$ cat config.mk
export PLATFORM = sky130hd
export DESIGN_NAME = conv_window_monitor
export DESIGN_NICKNAME = d
export VERILOG_FILES = /design/src/rtl/conv_win_pkg.sv /design/src/rtl/win_operand_norm.sv /design/src/rtl/win_cond_eval.sv /design/src/rtl/win_flag_ctrl.sv /design/src/rtl/conv_window_monitor.sv
export SDC_FILE = /design/constraint.sdc
export NUM_CORES = 1
export LEC_CHECK = 0
export BUFFER_PORTS_ARGS = -buffer_cell sky130_fd_sc_hd__clkbuf_2
export CAP_MARGIN = 20
export CORE_ASPECT_RATIO = 1.75
export CORE_UTILIZATION = 50
export DETAILED_ROUTE_END_ITERATION = 8
export GPL_TIMING_DRIVEN = 0
export HOLD_SLACK_MARGIN = 0.08
export PLACE_DENSITY = 0.84
export SYNTH_ARGS = -nofsm -noshare
export SYNTH_HDL_FRONTEND = slang
export SYNTH_SLANG_ARGS = --single-unit
$ cat constraint.sdc
create_clock -name clk -period 2 [get_ports clk]
set_input_delay 0.3 -clock clk [delete_from_list [all_inputs] [get_ports clk]]
set_output_delay 0.3 -clock clk [all_outputs]
set_load 0.01 [all_outputs]
$ cat src/rtl/conv_win_pkg.sv
package conv_win_pkg;

  localparam int unsigned DATA_W = 16;
  localparam int unsigned CMP_W  = DATA_W + 1;
  localparam int unsigned ST_W   = 3;

  localparam int unsigned ST_RDY = 0;
  localparam int unsigned ST_WIN = 1;
  localparam int unsigned ST_OVR = 2;

  typedef enum logic [2:0] {
    WM_OFF     = 3'd0,
    WM_ABOVE   = 3'd1,
    WM_BELOW   = 3'd2,
    WM_INSIDE  = 3'd3,
    WM_OUTSIDE = 3'd4
  } win_mode_e;

  typedef enum logic [1:0] {
    RS_8  = 2'd0,
    RS_10 = 2'd1,
    RS_12 = 2'd2,
    RS_16 = 2'd3
  } res_sel_e;

  typedef struct packed {
    logic ovr;
    logic win;
    logic rdy;
  } status_t;

endpackage

$ cat src/rtl/win_operand_norm.sv
module win_operand_norm
  import conv_win_pkg::*;
#(
  parameter int unsigned IN_W  = DATA_W,
  parameter int unsigned OUT_W = CMP_W
) (
  input  logic [IN_W-1:0]         raw,
  input  logic [1:0]              res_sel,
  input  logic                    diff_mode,
  output logic signed [OUT_W-1:0] norm
);

  // Narrow an operand to the active width, then extend it to the
  // common compare width with the sign bit or with zeros.
  localparam int unsigned W8  = 8;
  localparam int unsigned W10 = 10;
  localparam int unsigned W12 = 12;

  logic ext8, ext10, ext12, ext16;

  always_comb begin
    ext8  = diff_mode & raw[W8-1];
    ext10 = diff_mode & raw[W10-1];
    ext12 = diff_mode & raw[W12-1];
    ext16 = diff_mode & raw[IN_W-1];
  end

  always_comb begin
    case (res_sel_e'(res_sel))
      RS_8:    norm = {{(OUT_W-W8){ext8}},   raw[W8-1:0]};
      RS_10:   norm = {{(OUT_W-W10){ext10}}, raw[W10-1:0]};
      RS_12:   norm = {{(OUT_W-W12){ext12}}, raw[W12-1:0]};
      default: norm = {{(OUT_W-IN_W){ext16}}, raw};
    endcase
  end

endmodule

$ cat src/rtl/win_cond_eval.sv
module win_cond_eval
  import conv_win_pkg::*;
#(
  parameter int unsigned W = CMP_W
) (
  input  logic signed [W-1:0] res_n,
  input  logic signed [W-1:0] lo_n,
  input  logic signed [W-1:0] hi_n,
  input  logic [2:0]          mode,
  output logic                hit
);

  logic gt_lo;
  logic lt_hi;

  always_comb begin
    gt_lo = res_n > lo_n;
    lt_hi = res_n < hi_n;
  end

  always_comb begin
    case (win_mode_e'(mode))
      WM_ABOVE:   hit = gt_lo;
      WM_BELOW:   hit = lt_hi;
      WM_INSIDE:  hit = gt_lo & lt_hi;
      WM_OUTSIDE: hit = ~(gt_lo & lt_hi);
      default:    hit = 1'b0;
    endcase
  end

endmodule

$ cat src/rtl/win_flag_ctrl.sv
module win_flag_ctrl
  import conv_win_pkg::*;
#(
  parameter int unsigned W = DATA_W
) (
  input  logic          clk,
  input  logic          rst_n,
  input  logic          res_valid,
  input  logic [W-1:0]  res_data,
  input  logic          hit,
  input  logic          win_evt_en,
  input  logic          rdy_evt_en,
  input  logic          res_read,
  input  logic          clr_we,
  input  logic [ST_W-1:0] clr_bits,
  output status_t       st_q,
  output logic          win_evt_q,
  output logic          rdy_evt_q,
  output logic [W-1:0]  res_q
);

  status_t     st_d;
  logic        win_evt_d;
  logic        rdy_evt_d;
  logic        res_en;
  logic [ST_W-1:0] clr_m;
  logic        set_rdy, set_win, set_ovr;

  // Next-state logic; a set always wins over a clear.
  always_comb begin
    clr_m     = clr_we ? clr_bits : '0;
    set_rdy   = res_valid;
    set_win   = res_valid & hit;
    set_ovr   = res_valid & st_q.rdy & ~res_read;
    st_d.rdy  = set_rdy | (st_q.rdy & ~res_read & ~clr_m[ST_RDY]);
    st_d.win  = set_win | (st_q.win & ~clr_m[ST_WIN]);
    st_d.ovr  = set_ovr | (st_q.ovr & ~clr_m[ST_OVR]);
    win_evt_d = set_win & win_evt_en;
    rdy_evt_d = set_rdy & rdy_evt_en;
    res_en    = res_valid;
  end

  always_ff @(posedge clk or negedge rst_n) begin
    if (!rst_n) begin
      st_q      <= '0;
      win_evt_q <= 1'b0;
      rdy_evt_q <= 1'b0;
    end else begin
      st_q      <= st_d;
      win_evt_q <= win_evt_d;
      rdy_evt_q <= rdy_evt_d;
    end
  end

  always_ff @(posedge clk or negedge rst_n) begin
    if (!rst_n) begin
      res_q <= '0;
    end else if (res_en) begin
      res_q <= res_data;
    end
  end

endmodule

$ cat src/rtl/conv_window_monitor.sv
module conv_window_monitor
  import conv_win_pkg::*;
(
  input  logic        clk,
  input  logic        rst_n,
  input  logic        res_valid,
  input  logic [15:0] res_data,
  input  logic [2:0]  win_mode,
  input  logic [15:0] thr_lo,
  input  logic [15:0] thr_hi,
  input  logic [1:0]  res_sel,
  input  logic        diff_mode,
  input  logic        win_evt_en,
  input  logic        rdy_evt_en,
  input  logic        res_read,
  input  logic        clr_we,
  input  logic [2:0]  clr_bits,
  output logic [2:0]  status,
  output logic        win_evt,
  output logic        rdy_evt,
  output logic [15:0] res_held
);

  localparam int unsigned N_OPS  = 3;
  localparam int unsigned OP_RES = 0;
  localparam int unsigned OP_LO  = 1;
  localparam int unsigned OP_HI  = 2;

  logic [DATA_W-1:0]        op_raw  [N_OPS];
  logic signed [CMP_W-1:0]  op_norm [N_OPS];
  logic                     hit;
  status_t                  st_q;

  always_comb begin
    op_raw[OP_RES] = res_data;
    op_raw[OP_LO]  = thr_lo;
    op_raw[OP_HI]  = thr_hi;
  end

  for (genvar g = 0; g < N_OPS; g++) begin : g_norm
    win_operand_norm #(
      .IN_W  (DATA_W),
      .OUT_W (CMP_W)
    ) u_norm (
      .raw       (op_raw[g]),
      .res_sel   (res_sel),
      .diff_mode (diff_mode),
      .norm      (op_norm[g])
    );
  end

  win_cond_eval #(
    .W (CMP_W)
  ) u_eval (
    .res_n (op_norm[OP_RES]),
    .lo_n  (op_norm[OP_LO]),
    .hi_n  (op_norm[OP_HI]),
    .mode  (win_mode),
    .hit   (hit)
  );

  win_flag_ctrl #(
    .W (DATA_W)
  ) u_flags (
    .clk        (clk),
    .rst_n      (rst_n),
    .res_valid  (res_valid),
    .res_data   (res_data),
    .hit        (hit),
    .win_evt_en (win_evt_en),
    .rdy_evt_en (rdy_evt_en),
    .res_read   (res_read),
    .clr_we     (clr_we),
    .clr_bits   (clr_bits),
    .st_q       (st_q),
    .win_evt_q  (win_evt),
    .rdy_evt_q  (rdy_evt),
    .res_q      (res_held)
  );

  assign status = st_q;

endmodule

==> reports/results.ini <==
[finish]
final_util_pct = 71.56
area_growth_pct = 34.45
final_cell_mix = clkbuf_2 (82), ha_1 (33), dfrtp_1 (21)
nNetsFinal = 409
stdcell_area_sq_um = 2623
final_common_cell = clkbuf_2
drive_gt1_share_pct = 38.91
antenna_cells = 0
fillers = 323
register_area_sq_um = 525.5
multi_input_comb_area_sq_um = 1363

[detailed_routing]
wirelength_mm = 5.448
via_per_inst = 5.717
firstDrtPassIters = 4
drt-initial-drc-count = 42
vias = 2041
route.detailed.drc = 0
ant_nets = 0
wire_per_inst_um = 15.26

[floorplan]
initial_core_util_pct = 53.23
rows = 29
core_area_sq_um = 3665
dieArea_sq_um = 4165
dieHeight_um = 84.63
ioPinCount = 85
die_width_um = 49.22

[logic_synthesis]
synthMuxAreaShare_pct = 10.78
ys_seq_area_share_pct = 26.94
synth-adder-area-share_pct = 21.17
synth_warnings = 0
syn_nets = 313
synth-xor-area-share_pct = 0
synth_compound_area_share_pct = 23.28
synth-edff-count = 0
ys.flop_type = dfrtp_1
async_flop_share_pct = 100.0
synth_top_area_share_pct = 26.94
synth-seq-cells = 21
synth_area_sq_um = 1951
netlist_top_cells_area = dfrtp_1 (27%), ha_1 (21%), mux2_2 (9.2%)
synth_top_family_by_area = compound AO/OA/AOI/OAI gates
netlist_instances = 216
synthSimpleGateAreaFrac_pct = 13.21
syn_avg_cell_area_sq_um = 9.031
yosysUniqueCellTypes = 39
synth_area_leader_cell = dfrtp_1

[timing]
rsz0062_at_grt = yes
setup_tns_ns = -1.905
finalClockSkew_ns = 0.0001917
relSlewSlack_pct = 63.26
setup_violations = 2
final_max_slew_viol_count = 0
min_period_ns = 2.960
fin_crit_sh_pct = 148.0
setup_ws_ns = -0.9604
max_freq_mhz = 337.8
tightest_slew_ns = 0.5511
finalHoldViolCount = 0

[setup_path]
critPathLaunchType = input pin
timing.rr.start = u_flags.st_q[0]$_DFF_PN0_
critPathCaptureType = flop
cp_data_required_time_ns = 2.12
r2r_end = u_flags.st_q[2]$_DFF_PN0_
crit_top_cell = a22o_1
crit_chain = clkbuf_16, nor2_1, a22o_1, a22o_1, buf_4, o21a_1, ha_1, nand4_1, or3_1, a32o_2, o311a_1, o311ai_2, nand3_1
cp.arrival_ns = 3.08
cp_max_fo = 7
cp_slowest_cell = or3_1
worstSetupPathType = in -> reg
rr_worst_depth = 2
cpPeakStageDelay_ns = 0.39
ff2ff_setup_slack_ns = 1.15

[place]
dpl-instance-area_sq_um = 2465
place_hpwl_mm = 4.586
portBuffers = 83
gp_congestion = 0.8841
place_ws_ns = -1.691

[min_path]
min_to = u_flags.rdy_evt_q$_DFF_PN0_
hp-start = rdy_evt_en
hold_path_class = in -> reg
min_path_cells = 2

[power_and_ir_drop]
leakage_nw = 1.440
peakVddDrop_mv = 0.5253
p_per_area_nw_per_um2 = 513.3
power_mw = 1.346

[grt]
grt_pass1_vias = 2054
grt_start_max_net_pins = 22
antenna_found_initial = 0
grt_first_pass_wirelength_mm = 8.935
gr-usage-all-layers_pct = 27.68
grt_overflow_total = 0

[status]
status = complete, but fails checks
violations = negative setup slack

[cts]
clk_path_buf_depth = 2
clk_latency_ns = 0.25
cts_tree = yes
cts_buffers = 3
clkSinkCount = 21
cts_root_buffer = clkbuf_8
cts.reportedPaths.clkPinSlew_ns = 0.07
h-tree-depth = 1

[run]
drv_cap = 0

## cells by family (layout without fill, tap and decap cells)
family	Yosys count	count (layout)
and+or+nand+nor	51	51
buffers and inverters	24	119
AOI/OAI and AO/OA	68	68
DFF	21	21
adders and majority gates	33	33
muxes	19	19
## worst max-delay path: cells and delay by family
| kind | cells | cell delay [ns] |
|---|---|---|
| compound gates | 6 | 1.49 |
| simple gates | 4 | 0.70 |
| fa+ha+maj | 1 | 0.33 |
| buf+inv | 2 | 0.27 |
## area by class of cell
cell class              instances  area share, %
multi-input cells             171          51.96
repair buffers                 92          19.42
plain buffers                   6          2.242
clock buffers                   4          1.718
flip-flops and latches         21          20.04
well taps                      46          2.195
inverters                      17          2.433
## power by group
part | leakage [nW] | internal, mW | switching, mW | total [mW]
registers | 0.249 | 0.469 | 0.0233 | 0.492
clock network | 0.0228 | 0.142 | 0.133 | 0.275
logic | 1.17 | 0.284 | 0.295 | 0.579
## sequential cells by signal, indices dropped and copies added, names as in the netlist
name / cells
u_flags.st_q: 3
u_flags.win_evt_q: 1
u_flags.res_q: 16
u_flags.rdy_evt_q: 1
## how the worst max path moves through the flow
stage | start | endpoint | slack (ns) | cells past startpoint
after floorplan | res_sel[0] | u_flags.st_q[1]$_DFF_PN0_ | -1.16 | 14
after detailed placement | res_sel[1] | u_flags.st_q[1]$_DFF_PN0_ | -1.69 | 13
final | res_sel[1] | u_flags.st_q[1]$_DFF_PN0_ | -0.96 | 13
after CTS | res_sel[0] | u_flags.st_q[1]$_DFF_PN0_ | -0.94 | 13
after global placement | res_sel[1] | u_flags.win_evt_q$_DFF_PN0_ | -1.67 | 13
after global routing | res_sel[0] | u_flags.st_q[1]$_DFF_PN0_ | -1.02 | 13
## per-stage QoR
step | hold WS (ns) | std cells
finish | 0.2629 | 357
global route | 0.2689 | 357
CTS | 0.2609 | 356
detailed placement | 0.2857 | 345
global placement | 0.2899 | 345
floorplan | 0.004409 | 216
## Yosys cell counts (2+ instances only)
library cell	count
a22o_1	5
nand4_1	6
dfrtp_1	21
o21a_1	5
clkbuf_1	7
or3_1	2
nor2b_1	2
nand3_1	5
nand2b_1	2
inv_1	17
ha_1	33
a21oi_1	17
and3_1	2
o21ai_0	14
o21bai_1	2
a21o_1	11
mux2i_1	3
mux2_2	16
and2_1	2
nand2_1	15
nor2_1	8
a211oi_1	3
nor3_1	2
## layer usage
| metal | GRT usage, % | vias up | part of all wire (%) |
|---|---|---|---|
| met4 | 10.16 | 0 | 2.8 |
| met2 | 56.04 | 71 | 58 |
| met5 | 0 | - | 0 |
| li1 | - | 999 | - |
| met1 | 27.71 | 959 | 35 |
| met3 | 2.174 | 12 | 3.7 |
## timing repair
item                       CTS  global route
resized for setup           15             3
pin swaps                   14             8
hold buffers                 1             0
buffers inserted             7             1
hold endpoints to repair    21             0
setup endpoints to repair    2             2
(Power assumes the default switching activity.)
